File: config.mk
export PLATFORM = sky130hd
export DESIGN_NAME = shift_rotate_unit
export DESIGN_NICKNAME = d
export VERILOG_FILES = /design/src/rtl/sru_pkg.sv /design/src/rtl/sru_count_sel.sv /design/src/rtl/sru_bit_step.sv /design/src/rtl/sru_flag_gen.sv /design/src/rtl/shift_rotate_unit.sv
export SDC_FILE = /design/constraint.sdc
export NUM_CORES = 1
export LEC_CHECK = 0
export BUFFER_PORTS_ARGS = -buffer_cell sky130_fd_sc_hd__buf_4
export CORE_UTILIZATION = 53
export CTS_BUF_LIST = sky130_fd_sc_hd__clkbuf_4
export DETAILED_ROUTE_END_ITERATION = 8
export MAX_ROUTING_LAYER = met4
export PLACE_DENSITY_LB_ADDON = 0.3
export RECOVER_POWER = 100
export SKIP_CTS_REPAIR_TIMING = 1
export SLEW_MARGIN = 5
export SYNTH_ARGS = -nofsm -noshare
export SYNTH_HDL_FRONTEND = slang
export SYNTH_SLANG_ARGS = --single-unit
File: constraint.sdc
create_clock -name clk -period 3.1 [get_ports clk]
set_clock_uncertainty 0.2 [all_clocks]
set_input_delay 0.31 -clock clk [delete_from_list [all_inputs] [get_ports clk]]
set_output_delay 0.31 -clock clk [all_outputs]
set_load 0.01 [all_outputs]
File: src/rtl/sru_pkg.sv
package sru_pkg;
  typedef enum logic [2:0] {
    OP_ASH = 3'd0,
    OP_LSH = 3'd1,
    OP_ROT = 3'd2,
    OP_ROX = 3'd3,
    OP_SWP = 3'd4
  } sru_op_e;

  localparam int BYTE_W = 8;
  localparam int WORD_W = 16;
endpackage

File: src/rtl/sru_count_sel.sv
module sru_count_sel #(
  parameter int IMM_W = 3,
  parameter int CNT_W = 6
) (
  input  logic             is_swap,
  input  logic             mem_mode,
  input  logic             from_reg,
  input  logic [IMM_W-1:0] imm,
  input  logic [CNT_W-1:0] reg_cnt,
  output logic [CNT_W-1:0] cnt
);
  localparam logic [CNT_W-1:0] IMM_ZERO_MEANS = CNT_W'(1 << IMM_W);

  always_comb begin
    if (is_swap)            cnt = '0;
    else if (mem_mode)      cnt = CNT_W'(1);
    else if (from_reg)      cnt = reg_cnt;
    else if (imm == '0)     cnt = IMM_ZERO_MEANS;
    else                    cnt = CNT_W'(imm);
  end
endmodule

File: src/rtl/sru_bit_step.sv
module sru_bit_step
  import sru_pkg::*;
#(
  parameter int DATA_W = 32,
  parameter int IDX_W  = $clog2(DATA_W)
) (
  input  logic [DATA_W-1:0] d,
  input  logic [IDX_W-1:0]  msb_idx,
  input  sru_op_e           op,
  input  logic              left,
  input  logic              x_in,
  output logic [DATA_W-1:0] nd,
  output logic              out_bit,
  output logic              x_nxt,
  output logic              sign_flip
);
  logic              top_bit;
  logic              fill_l;
  logic              fill_r;
  logic [DATA_W-1:0] shl;
  logic [DATA_W-1:0] shr;

  always_comb begin
    top_bit = d[msb_idx];
    fill_l  = 1'b0;
    fill_r  = 1'b0;
    case (op)
      OP_ASH:  fill_r = top_bit;
      OP_ROT:  begin fill_l = top_bit; fill_r = d[0]; end
      OP_ROX:  begin fill_l = x_in;    fill_r = x_in; end
      default: ;
    endcase
    shl = {d[DATA_W-2:0], fill_l};
    shr = {1'b0, d[DATA_W-1:1]};
    for (int i = 0; i < DATA_W; i++) begin
      if (i > int'(msb_idx))       nd[i] = d[i];
      else if (left)               nd[i] = shl[i];
      else if (i == int'(msb_idx)) nd[i] = fill_r;
      else                         nd[i] = shr[i];
    end
    out_bit   = left ? top_bit : d[0];
    x_nxt     = (op == OP_ROT || op == OP_SWP) ? x_in : out_bit;
    sign_flip = (op == OP_ASH) && left && (nd[msb_idx] != top_bit);
  end
endmodule

File: src/rtl/sru_flag_gen.sv
module sru_flag_gen #(
  parameter int DATA_W = 32,
  parameter int IDX_W  = $clog2(DATA_W)
) (
  input  logic [DATA_W-1:0] d,
  input  logic [IDX_W-1:0]  msb_idx,
  output logic              neg,
  output logic              zero
);
  logic [DATA_W-1:0] in_size;

  always_comb begin
    for (int i = 0; i < DATA_W; i++)
      in_size[i] = (i <= int'(msb_idx));
    neg  = d[msb_idx];
    zero = ~|(d & in_size);
  end
endmodule

File: src/rtl/shift_rotate_unit.sv
module shift_rotate_unit
  import sru_pkg::*;
#(
  parameter int DATA_W = 32,
  parameter int IMM_W  = 3,
  parameter int CNT_W  = 6
) (
  input  logic              clk,
  input  logic              rst,
  input  logic              start,
  input  logic [2:0]        op,
  input  logic              dir_left,
  input  logic [1:0]        size,
  input  logic              cnt_from_reg,
  input  logic [IMM_W-1:0]  cnt_imm,
  input  logic [CNT_W-1:0]  cnt_reg,
  input  logic              mem_mode,
  input  logic [DATA_W-1:0] operand,
  input  logic              x_in,
  output logic              busy,
  output logic              done,
  output logic [DATA_W-1:0] result,
  output logic              x_out,
  output logic              n_out,
  output logic              z_out,
  output logic              v_out,
  output logic              c_out
);
  localparam int IDX_W  = $clog2(DATA_W);
  localparam int HALF_W = DATA_W / 2;
  localparam logic [IDX_W-1:0] MSB_B = IDX_W'(BYTE_W - 1);
  localparam logic [IDX_W-1:0] MSB_W = IDX_W'(WORD_W - 1);
  localparam logic [IDX_W-1:0] MSB_L = IDX_W'(DATA_W - 1);

  // decode
  sru_op_e          op_dec;
  logic [IDX_W-1:0] msb_dec;
  logic [CNT_W-1:0] cnt_eff;

  assign op_dec = op[2] ? OP_SWP : sru_op_e'({1'b0, op[1:0]});

  always_comb begin
    if (op_dec == OP_SWP)  msb_dec = MSB_L;
    else if (mem_mode)     msb_dec = MSB_W;
    else if (size == 2'd0) msb_dec = MSB_B;
    else if (size == 2'd1) msb_dec = MSB_W;
    else                   msb_dec = MSB_L;
  end

  sru_count_sel #(.IMM_W(IMM_W), .CNT_W(CNT_W)) u_cnt (
    .is_swap (op_dec == OP_SWP),
    .mem_mode(mem_mode),
    .from_reg(cnt_from_reg),
    .imm     (cnt_imm),
    .reg_cnt (cnt_reg),
    .cnt     (cnt_eff)
  );

  // working state
  logic              busy_q, done_q;
  logic [DATA_W-1:0] work_q;
  logic              xe_q, xl_q, c_q, v_q, zc_q;
  logic [CNT_W-1:0]  remain_q;
  sru_op_e           op_q;
  logic              left_q;
  logic [IDX_W-1:0]  msb_q;

  logic [DATA_W-1:0] step_d;
  logic              step_out, step_x, step_flip;

  sru_bit_step #(.DATA_W(DATA_W), .IDX_W(IDX_W)) u_step (
    .d        (work_q),
    .msb_idx  (msb_q),
    .op       (op_q),
    .left     (left_q),
    .x_in     (xe_q),
    .nd       (step_d),
    .out_bit  (step_out),
    .x_nxt    (step_x),
    .sign_flip(step_flip)
  );

  logic              stepping;
  logic [DATA_W-1:0] fin_d;
  logic              fin_x, fin_c, fin_v, fin_n, fin_z;

  assign stepping = (remain_q != '0);
  assign fin_d    = stepping ? step_d   : work_q;
  assign fin_x    = stepping ? step_x   : xe_q;
  assign fin_c    = stepping ? step_out : c_q;
  assign fin_v    = v_q | (stepping & step_flip);

  sru_flag_gen #(.DATA_W(DATA_W), .IDX_W(IDX_W)) u_flags (
    .d      (fin_d),
    .msb_idx(msb_q),
    .neg    (fin_n),
    .zero   (fin_z)
  );

  // registered outputs
  logic [DATA_W-1:0] result_q;
  logic              x_out_q, n_out_q, z_out_q, v_out_q, c_out_q;

  always_ff @(posedge clk) begin
    if (rst) begin
      busy_q   <= 1'b0;
      done_q   <= 1'b0;
      work_q   <= '0;
      xe_q     <= 1'b0;
      xl_q     <= 1'b0;
      c_q      <= 1'b0;
      v_q      <= 1'b0;
      zc_q     <= 1'b0;
      remain_q <= '0;
      op_q     <= OP_ASH;
      left_q   <= 1'b0;
      msb_q    <= MSB_L;
      result_q <= '0;
      x_out_q  <= 1'b0;
      n_out_q  <= 1'b0;
      z_out_q  <= 1'b0;
      v_out_q  <= 1'b0;
      c_out_q  <= 1'b0;
    end else begin
      done_q <= 1'b0;
      if (!busy_q) begin
        if (start) begin
          busy_q   <= 1'b1;
          work_q   <= (op_dec == OP_SWP) ?
                      {operand[HALF_W-1:0], operand[DATA_W-1:HALF_W]} : operand;
          xe_q     <= x_in;
          xl_q     <= x_in;
          c_q      <= 1'b0;
          v_q      <= 1'b0;
          zc_q     <= (cnt_eff == '0);
          remain_q <= cnt_eff;
          op_q     <= op_dec;
          left_q   <= dir_left;
          msb_q    <= msb_dec;
        end
      end else begin
        if (stepping) begin
          work_q   <= step_d;
          xe_q     <= step_x;
          c_q      <= step_out;
          v_q      <= fin_v;
          remain_q <= remain_q - CNT_W'(1);
        end
        if (remain_q <= CNT_W'(1)) begin
          busy_q   <= 1'b0;
          done_q   <= 1'b1;
          result_q <= fin_d;
          x_out_q  <= fin_x;
          n_out_q  <= fin_n;
          z_out_q  <= fin_z;
          v_out_q  <= fin_v;
          c_out_q  <= fin_c;
        end
      end
    end
  end

  assign busy   = busy_q;
  assign done   = done_q;
  assign result = result_q;
  assign x_out  = x_out_q;
  assign n_out  = n_out_q;
  assign z_out  = z_out_q;
  assign v_out  = v_out_q;
  assign c_out  = c_out_q;


  done_pulse_chk: assert property (@(posedge clk) disable iff (rst)
    done_q |=> !done_q);

  accept_chk: assert property (@(posedge clk) disable iff (rst)
    (start && !busy_q) |=> busy_q);

  idle_at_done_chk: assert property (@(posedge clk) disable iff (rst)
    done_q |-> !busy_q);

  v_only_asl_chk: assert property (@(posedge clk) disable iff (rst)
    (done_q && v_out_q) |-> (op_q == OP_ASH && left_q));

  rot_keeps_x_chk: assert property (@(posedge clk) disable iff (rst)
    (done_q && (op_q == OP_ROT || op_q == OP_SWP)) |-> (x_out_q == xl_q));

  rot_popcount_chk: assert property (@(posedge clk) disable iff (rst)
    (busy_q && op_q == OP_ROT && stepping) |=>
      ($countones(work_q) == $past($countones(work_q))));

  zero_cnt_flags_chk: assert property (@(posedge clk) disable iff (rst)
    (done_q && zc_q) |-> (!c_out_q && !v_out_q && x_out_q == xl_q));
endmodule

======== Word level (Yosys, flattened, before mapping) ========
Index checks and enable logic that the tools add are counted.
word-level totals
  bits in registers ....................... 89
  input port bits ......................... 53
  output and inout port bits .............. 39
  logic and storage cells ................. 271
cells by class
  add/sub/neg operators ................... 1
  $lt $le $gt $ge ......................... 64
  eq/ne operators ......................... 38
  multiplexer cells ....................... 133
  bitwise gates (word level) .............. 4
  reduce and logical (&&, ||, !) cells .... 15
operators by type and width
  cell                count
  $mux 32             4
  $mux 1              112
  $eq 5x5->1 const A  16
  $gt 5x5->1 const A  16
  $le 5x5->1 const A  16
  $eq 4x5->1 const A  8
  $gt 4x5->1 const A  8
  $le 4x5->1 const A  8
  $mux 6              6
  $and 32x32->32      1
  $reduce_or 32->1    1
  $eq 3x5->1 const A  4
  $gt 3x5->1 const A  4
  $le 3x5->1 const A  4
  $mux 5              4
  $bmux 1 s5          3
  $eq 2x5->1 const A  2
  $gt 2x5->1 const A  2
  $le 2x5->1 const A  2
  $eq 3x2->1 const B  2
  $eq 3x3->1 const B  2
  $le 6x1->1 const B  1
  $logic_not 3->1     2
  $lt 5x6->1 const B  1
  23 further kinds    26

======== Depth between registers and ports, before layout ========
Gate-level depths: netlist of the first run.
  word-level depth ........................ 14
  gate-level depth with buffers ........... 13
  mapped depth without buffers ............ 9

======== By module ========
Synthesis of the first run repeated with hierarchy kept, for this count alone.
unflattened totals
  cell total of the unflattened synthesis .. 938
  area total of the unflattened synthesis .. 7414.6 um^2
by module, submodules not included
  module             times used  cells each  area each (um^2)  sequential area each (um^2)
  shift_rotate_unit  1           430         4021.4            1721.7
  sru_bit_step       1           399         2474.9            0.0
  sru_flag_gen       1           95          820.8             0.0
  sru_count_sel      1           14          97.6              0.0

======== Worst setup path before layout of the first run ========
No wires, ideal clock.
  path type ............................... register to register
  start point ............................. register remain_q[0]
  end point ............................... register z_out_q (netlist: z_out)
  library setup time ...................... 0.087 ns
  arrival time ............................ 2.669 ns
  required time ........................... 2.813 ns
  path slack .............................. 0.144 ns
  cell stages (with the launch flop) ...... 12
  path buffers ............................ 2
  clock period less this slack ............ 2.956 ns
  cell sequence ........................... dfxtp_1 inv_1 ha_1 buf_6 nor2b_4 buf_6 a21oi_2 mux2_2 or3_1 o41ai_1 a41oi_1 o31ai_1
on the way
  longest elaborated chain between the ends .. 5
  elaborated cells on any way between the ends .. 7
  those cells by class .................... order compare: 1; mux: 1; bitwise: 1; reduce/logical: 4
ends and longest elaborated chain
  element                 line                      source
  from (decl)             shift_rotate_unit.sv:63   logic [CNT_W-1:0] remain_q;
  from (signal assigned)  shift_rotate_unit.sv:136  remain_q <= cnt_eff;
  from (signal assigned)  shift_rotate_unit.sv:147  remain_q <= remain_q - CNT_W'(1);
  $reduce_bool 6->1       shift_rotate_unit.sv:87   assign stepping = (remain_q != '0);
  $mux 32                 -
  $and 32x32->32          sru_flag_gen.sv:16        zero = ~|(d & in_size);
  $reduce_or 32->1        sru_flag_gen.sv:16
  $logic_not 1->1         sru_flag_gen.sv:16
  to (signal assigned)    shift_rotate_unit.sv:155  z_out_q <= fin_z;
  to (decl)               shift_rotate_unit.sv:102  logic x_out_q, n_out_q, z_out_q, v_out_q, c_out_q;
Parallel ways exist; a longest one is shown, timed or not.
A chain may end at the register's enable or synchronous reset.

======== Worst setup path after layout of the first run ========
Ends and elaborated chain as after synthesis.

==> run summary, run 1 <==
The number of nets with antenna violations after detailed routing was 0; the top cell type's share of synthesized area was 33.6%. The tools report the layout filler cell count as 898. The most crowded layer after global routing was met2. Measured on the finished design, the core utilization comes to 63.2%. The run gives 4.11% as the met3 capacity usage during global routing.

The share of synthesized flip-flops with an asynchronous set or reset was 0%; the number of rows in the core area was 35. The first-pass GRT wire length was 23.2 mm. In this run the worst path has a maximum fanout of 8. The logs give 4,654 for the via count of the first global-routing pass and 0 for the number of hold violations in the final report. Fraction of layout instances using a drive strength above 1: 13.8%. After synthesis, the most frequently instantiated cells are sky130_fd_sc_hd__nor2_1 (107), sky130_fd_sc_hd__a21oi_1 (97), sky130_fd_sc_hd__nand2_1 (97). The most used flip-flop cell after synthesis is sky130_fd_sc_hd__dfxtp_1. Setup repair after global routing left no endpoint under its margin. The area taken by flip-flops and latches was 1720 sq um; the number of buffers added on ports was 91.

Setup violations remaining at the end of the flow were counted as 0. Summed over all failing endpoints, the final setup total negative slack is 0 ns. Of the total power, the clock network draws 21.1%. Measured along the x axis, the die boundary spans 100 um. The run gives 0.45 ns as the source-to-sink clock delay at the later pin of the worst-skew pair. The setup path with the least slack is of type flip-flop to flip-flop.

Routability-driven placement finished with a final weighted congestion of 0.913. For the number of antenna diodes, the log shows 0. In the final routed layout, each cell accounts on average for 16.4 um. At the pin with the least slew margin, the transition time is 0.889 ns. The synthesized netlist occupies a cell area of 5130 sq um.

The stage delay of the slowest cell on the critical path works out to 0.41 ns. TritonCTS built the clock tree. The logs give 38.5% for the met1 global-route usage and 61 for the unique cell type count in the Yosys netlist. The worst setup path is launched from a flip-flop. Power density normalized to cell area: 606 nW/um^2.

Entering global routing, the biggest net connects 86 pins. For this design the top-level I/O count stands at 92. The area growth from synthesis to layout is 14.8%. The synthesized netlist net count came out at 726. The logs give 0.00145 W for the net switching power and 86 for the sink count of the clock tree. Clock-pin slew was measured on the worst setup and hold paths at 0.15 ns.

Summing all multi-input logic gate instances after layout gives 3110 sq um. The worst-case IR drop observed on VDD is 0.000286 V. Per report_power, the combinational group accounts for 40.5% of the total. The via count normalized by instance count works out to 5.83. The net count of the finished layout is 791, and the data required time of the critical path is 3.27 ns. The tools report the total count of max-transition violations in the final report as 0. Measured along the y axis, the die boundary spans 100 um. The tools report the placeable core region as 9330 sq um. Summed over all cells, the static leakage comes to 2.26 nW. For this run, the register share of the synthesized area comes to 33.6%.

In the routed design, unresolved DRC markers number 0. For the worst slew margin relative to its limit, the log shows 40.7%. Walking the worst path, the cells encountered are inv_1 > ha_1 > nor2b_4 > a21oi_4 > mux2_1 > or3_1 > o41ai_2 > a41oi_1 > o31ai_1.

The total design power is 0.00357 W. The flow ran to the end, and the final reports show no timing, DRC or antenna violations. Per report_power, the sequential group accounts for 38.5% of the total.

The synthesis warning total came out at 0. In this run, synthesis inferred 0 flip-flops with an integrated enable. Buffers inserted during clock tree synthesis total 9.

The worst setup path is captured at a flip-flop. The worst path uses 95.0% of the clock period. Among all cell types in the netlist, the one instantiated most often is sky130_fd_sc_hd__nor2_1. The average cell area after synthesis is 7.65 sq um. The switching share of power came out at 40.6%. The classification of the worst-slack hold path was input pin to flip-flop. The final critical delay including setup and external delays was 2.94 ns; the overall overflow remaining after global route was 0. Based on the critical path, the design can be clocked at up to 340 MHz. Of all cell types, the one taking the most synthesized area is sky130_fd_sc_hd__dfxtp_1. For the met2 demand-to-capacity share in global routing, the log shows 47.6%. After detailed routing, the total wire length is 14.3 mm.

The count of maximum capacitance violations is 0, and the initial antenna violation count is 0. For this run, the total global-route usage over all layers was measured as 30.3%. Internal power comes to 0.00212 W. The total number of vias is 5,072, and the effective utilization at floorplan is 55.0%.

The total iterations of the first detailed-routing run was 5; the DRC marker count from the first detailed-route iteration was 336. The die covers 10,100 sq um. The flop and latch count out of synthesis came out at 86.

Among all stages on the critical path, the largest delay is contributed by sky130_fd_sc_hd__dfxtp_1. The clock tree synthesis step divided the H-tree into 3 levels. Yosys attributes the largest share of cell area to sky130_fd_sc_hd__dfxtp_1 (34%), sky130_fd_sc_hd__mux2i_1 (12%), sky130_fd_sc_hd__a21oi_1 (9.5%). The number of standard cells after synthesis is 671, and the data arrival time of the worst path is 3.11 ns. In this run the deepest clock path goes through 2 buffers. The tree is rooted in a sky130_fd_sc_hd__clkbuf_4. Detailed placement finished with a half-perimeter wire length of 10.1 mm.
## stage by stage
stage                     worst slack [ns]  hold WS [ns]  std cells  area, sq um
after detailed placement            0.0203         0.248        850         5840
after global placement               0.118         0.244        850         5840
after global routing               0.00122        0.0120        870         5890
after floorplan                      0.144         0.201        671         5130
final                                0.156       0.00244        870         5890
after CTS                          -0.0111        -0.141        866         6010
## cell families (layout without fill, tap and decap cells)
group / Yosys count / in the layout / share of synthesized area, %
adders and majority gates: 2 / 2 / 0.488
DFF: 86 / 86 / 33.6
xor gates and xnor gates: 2 / 2 / 0.341
and+or+nand+nor: 251 / 251 / 20.9
muxes: 76 / 76 / 15.8
AOI/OAI and AO/OA: 187 / 187 / 23.0
buffers and inverters: 67 / 137 / 5.97
## layout by cell type, fill, tap and decap left out, drive strengths merged, types with 3 or more instances in the layout
| cell type | netlist | routed |
|---|---|---|
| mux2i | 59 | 59 |
| nor4 | 3 | 3 |
| inv | 10 | 11 |
| nand3b | 3 | 3 |
| nand3 | 5 | 5 |
| clkinv | 0 | 3 |
| nor2b | 9 | 9 |
| nor2 | 107 | 107 |
| or3 | 5 | 5 |
| o21ai | 19 | 19 |
| a21oi | 98 | 98 |
| dfxtp | 86 | 86 |
| clkbuf | 44 | 55 |
| nor3 | 11 | 11 |
| mux2 | 15 | 15 |
| a211oi | 39 | 39 |
| buf | 13 | 61 |
| dlygate4sd3 | 0 | 4 |
| nand2 | 97 | 97 |
| a31oi | 4 | 4 |
## final timing paths
check	startpoint	endpoint	slack, ns	cells after the start
setup / recovery	remain_q[0]$_SDFFE_PP0P_	z_out$_SDFFE_PP0P_	0.16	9
hold / removal	size[0]	msb_q[3]$_SDFFE_PP1P_	0.002	5
setup reg to reg	remain_q[0]$_SDFFE_PP0P_	z_out$_SDFFE_PP0P_	0.16	9
hold reg to reg	result[4]$_SDFFE_PP0P_	result[4]$_SDFFE_PP0P_	0.26	2
## power groups by stage
stage	Clock (W)	Sequential, W	Combinational, W
5_1_grt	0.000814	0.00139	0.00160
4_1_cts	0.000760	0.00137	0.00147
3_5_place_dp	0	0.00139	0.00146
6_report	0.000751	0.00137	0.00144
2_1_floorplan	0	0.00137	0.00108
3_3_place_gp	0	0.00139	0.00143
## sequential cells by signal, summed over array words and instances (netlist names)
register / count
xe_q: 1
done: 1
v_out: 1
n_out: 1
z_out: 1
remain_q: 6
c_q: 1
op_q: 3
busy: 1
result: 32
v_q: 1
work_q: 32
left_q: 1
c_out: 1
x_out: 1
msb_q: 2
## cell type report
class	instances	share of cell area [%]
clock buffers	9	1.15
repair buffers	111	11.7
flip-flops and latches	86	29.2
clock inverters	7	1.66
inverters	10	0.637
well taps	129	2.74
multi-input cells	518	52.9
## layer usage
metal / wire length (um) / part of all wire [%] / vias to the layer above
li1: - / - / 2498
met1: 6350 / 44 / 2344
met2: 6720 / 47 / 186
met3: 748 / 5.2 / 44
met4: 480 / 3.4 / 0
met5: 0 / 0 / -
## critical path: cells and delay by family, from the launching register on
| family | cells | cell delay, ns |
|---|---|---|
| DFF | 1 | 0.41 |
| AOI/OAI and AO/OA | 4 | 1.01 |
| muxes | 1 | 0.38 |
| and+or+nand+nor | 2 | 0.57 |
| adders and majority gates | 1 | 0.22 |
| buffers and inverters | 1 | 0.09 |
Power figures use the tool's default switching activity.
==> run 2: changes to the inputs <==
Settings changed: CORE_ASPECT_RATIO set to 0.6, CORE_UTILIZATION 53 to 58, MAX_ROUTING_LAYER met4 to not set.
Clock period 3.1 ns to 3.73 ns, I/O delays scaled along.
==> run 2 against run 1 <==
- sequential cell count stayed put
- global-route usage up 2.7 points
- fmax decreased by 12%
- highest routed layer unchanged
==> run summary, run 2 (synthesis gave the netlist of run 1 again) <==
Detailed placement finished with a half-perimeter wire length of 10.6 mm. The first global-routing pass estimated 23.0 mm of wire. The die covers 9240 sq um. Reg-to-reg startpoint: remain_q[0]$_SDFFE_PP0P_. For the pin with the worst max-slew slack, the measured transition is 1.09 ns. Timing would allow up to 299 MHz. The endpoint of the lowest-slack register-to-register path is z_out$_SDFFE_PP0P_. Routability-driven placement finished with a final weighted congestion of 0.975.

The run gives 3.91 ns as the data required time of the critical path. In this run the most critical hold path is launched from cnt_reg[5]. For the setup slack after placement, the log shows 0.475 ns. Most crowded layer after global routing: met1. The area added between synthesis and finish was 13.1%; the worst hold-check slack was 0.0463 ns. The tool flagged a number of max-cap violations equal to 0.

The number of nets with antenna violations after detailed routing is 0, and the I/O pin total is 92. In the finished design, the share of the clock period the worst path needs comes to 89.7%. The overall overflow remaining after global route was 0; the worst slew margin relative to its limit was 27.5%. Data arrives at the worst endpoint at 3.53 ns.

Dividing total power by cell area gives a power density of 517 nW/um^2. After detailed routing, the number of remaining DRC violations is 0. After detailed routing, the number of vias per cell comes to 6.08. The total negative slack is 0 ns.

The worst setup path is captured at a flip-flop. In this run the horizontal extent of the chip is 123 um. Counting the buffers created by CTS gives 9. The total placed cells including tap cells came out at 827. The run finished with clean final reports. The DRC marker count from the first detailed-route iteration was 625; the routed length per instance was 17.3 um. Number of buffers added on ports: 91. For the number of hold violations in the final report, the log shows 0.

Worst min-delay path endpoint: remain_q[5]$_SDFFE_PP0P_. The layout filler cell count is 777. Across all setup checks in the final design, the least slack found is 0.383 ns. The total count of max-transition violations in the final report was 0; the number of cells on the worst reg-to-reg path was 9. For this run, global-route usage on met2 was measured as 46.2%. Clock tree synthesis found a total of 86 sinks. The critical path class is flip-flop to flip-flop. The library cell used most frequently in the layout, excluding fill and tap cells, is sky130_fd_sc_hd__nor2_1. The run gives 26 as the number of rows in the core area. The count of cells in the finished layout, fillers not included, comes to 846. For the maximum ir drop on the vdd rail, the log shows 0.000225 V.

The library cells used most frequently in the layout, excluding fill and tap cells, are sky130_fd_sc_hd__nor2_1 (107), sky130_fd_sc_hd__a21oi_1 (97), sky130_fd_sc_hd__nand2_1 (97). For the via count of the first global-routing pass, the log shows 4,394. The total cell area at the placement stage is 5760 sq um. 0 antenna diodes ended up in the layout. Classification of the worst-slack hold path: input pin to flip-flop.

Type of element launching the critical path: a flip-flop. After clock tree synthesis, the clock-pin slew on the worst setup and hold paths is 0.14 ns. Setup repair after global routing left no endpoint under its margin.

For this block, the routed nets add up to 14.7 mm of wire. After routing the design area is 5800 sq um. TritonCTS built the clock tree. The tools report the total setup violations reported at the end of the flow as 0. The run gives 0 as the initial antenna violation count. The clock period could shrink to 3.35 ns. Met3 capacity usage during global routing: 8.11%.

In this run the number of H-tree levels came out at 3. The fraction of layout instances using a drive strength above 1 is 13.1%. The worst hold path stage count is 3, and the largest fanout on the critical path is 8.

In this run the standard cell core region covers 8560 sq um. Global routing consumed, over all layers together, 32.9% of the routing resources. The net count of the finished layout is 784. Entering global routing, the biggest net connects 87 pins. Clock latency on the worst-skew pair, taken at its later pin, is 0.45 ns. The effective utilization at floorplan came out at 60.0%. The worst register-to-register path has a setup slack of 0.38 ns. The clock tree buffer depth was 2; the total number of vias was 5,146. For this run, global-route usage on met1 was measured as 49.6%.

The total iterations of the first detailed-routing run was 5; the vertical extent of the die was 74.9 um. The most critical setup path has its startpoint at remain_q[0]$_SDFFE_PP0P_. Summed over all cells, the static leakage comes to 2.23 nW. The clock root buffer was sky130_fd_sc_hd__clkbuf_4.
-- run 2: worst max-delay path by stage --
| stage | end | slack [ns] | cells after the start |
|---|---|---|---|
| floorplan | z_out$_SDFFE_PP0P_ | 0.77 | 11 |
| finish | z_out$_SDFFE_PP0P_ | 0.38 | 9 |
| detailed placement | z_out$_SDFFE_PP0P_ | 0.47 | 9 |
| global route | z_out$_SDFFE_PP0P_ | 0.13 | 10 |
| global placement | z_out$_SDFFE_PP0P_ | 0.60 | 9 |
| CTS | z_out$_SDFFE_PP0P_ | 0.43 | 9 |
-- run 2: report_power, final --
part	internal [W]	leakage, nW	total (W)	switching [W]
combinational	0.000442	1.43	0.00117	0.000731
clock	0.000342	0.0969	0.000680	0.000338
sequential	0.00103	0.704	0.00115	0.000125
-- run 2: worst max-delay path, cell delays in order (launching register included) --
cell,delay (ns)
sky130_fd_sc_hd__dfxtp_1,0.40
sky130_fd_sc_hd__inv_1,0.10
sky130_fd_sc_hd__ha_1,0.30
sky130_fd_sc_hd__nor2b_4,0.19
sky130_fd_sc_hd__a21oi_2,0.33
sky130_fd_sc_hd__mux2_1,0.41
sky130_fd_sc_hd__or3_1,0.40
sky130_fd_sc_hd__o41ai_1,0.51
sky130_fd_sc_hd__a41oi_1,0.19
sky130_fd_sc_hd__o31ai_1,0.26
-- run 2: metal layers --
metal | wire length (um) | up-vias | share of wire [%]
met2 | 6020 | 273 | 41
li1 | - | 2483 | -
met1 | 6730 | 2374 | 46
met4 | 204 | 0 | 1.4
met5 | 0 | - | 0
met3 | 1700 | 16 | 12
-- run 2: stage by stage --
| stage | total power (W) | utilization (%) |
|---|---|---|
| finish | 0.00300 | 67.8 |
| global route | 0.00319 | 67.8 |
| detailed placement | 0.00236 | 67.4 |
| global placement | 0.00233 | 67.4 |
| CTS | 0.00304 | 69.6 |
| floorplan | 0.00204 | - |
-- run 2: area by class of cell --
cell class / count / area (sq um) / share of cell area [%]
Sequential cell: 86 / 1720 / 29.7
Multi-Input combinational cell: 518 / 3090 / 53.2
Timing Repair Buffer: 104 / 628 / 10.8
Clock inverter: 7 / 120 / 2.07
Clock buffer: 9 / 67.6 / 1.16
Inverter: 10 / 37.5 / 0.647
Tap cell: 112 / 140 / 2.41
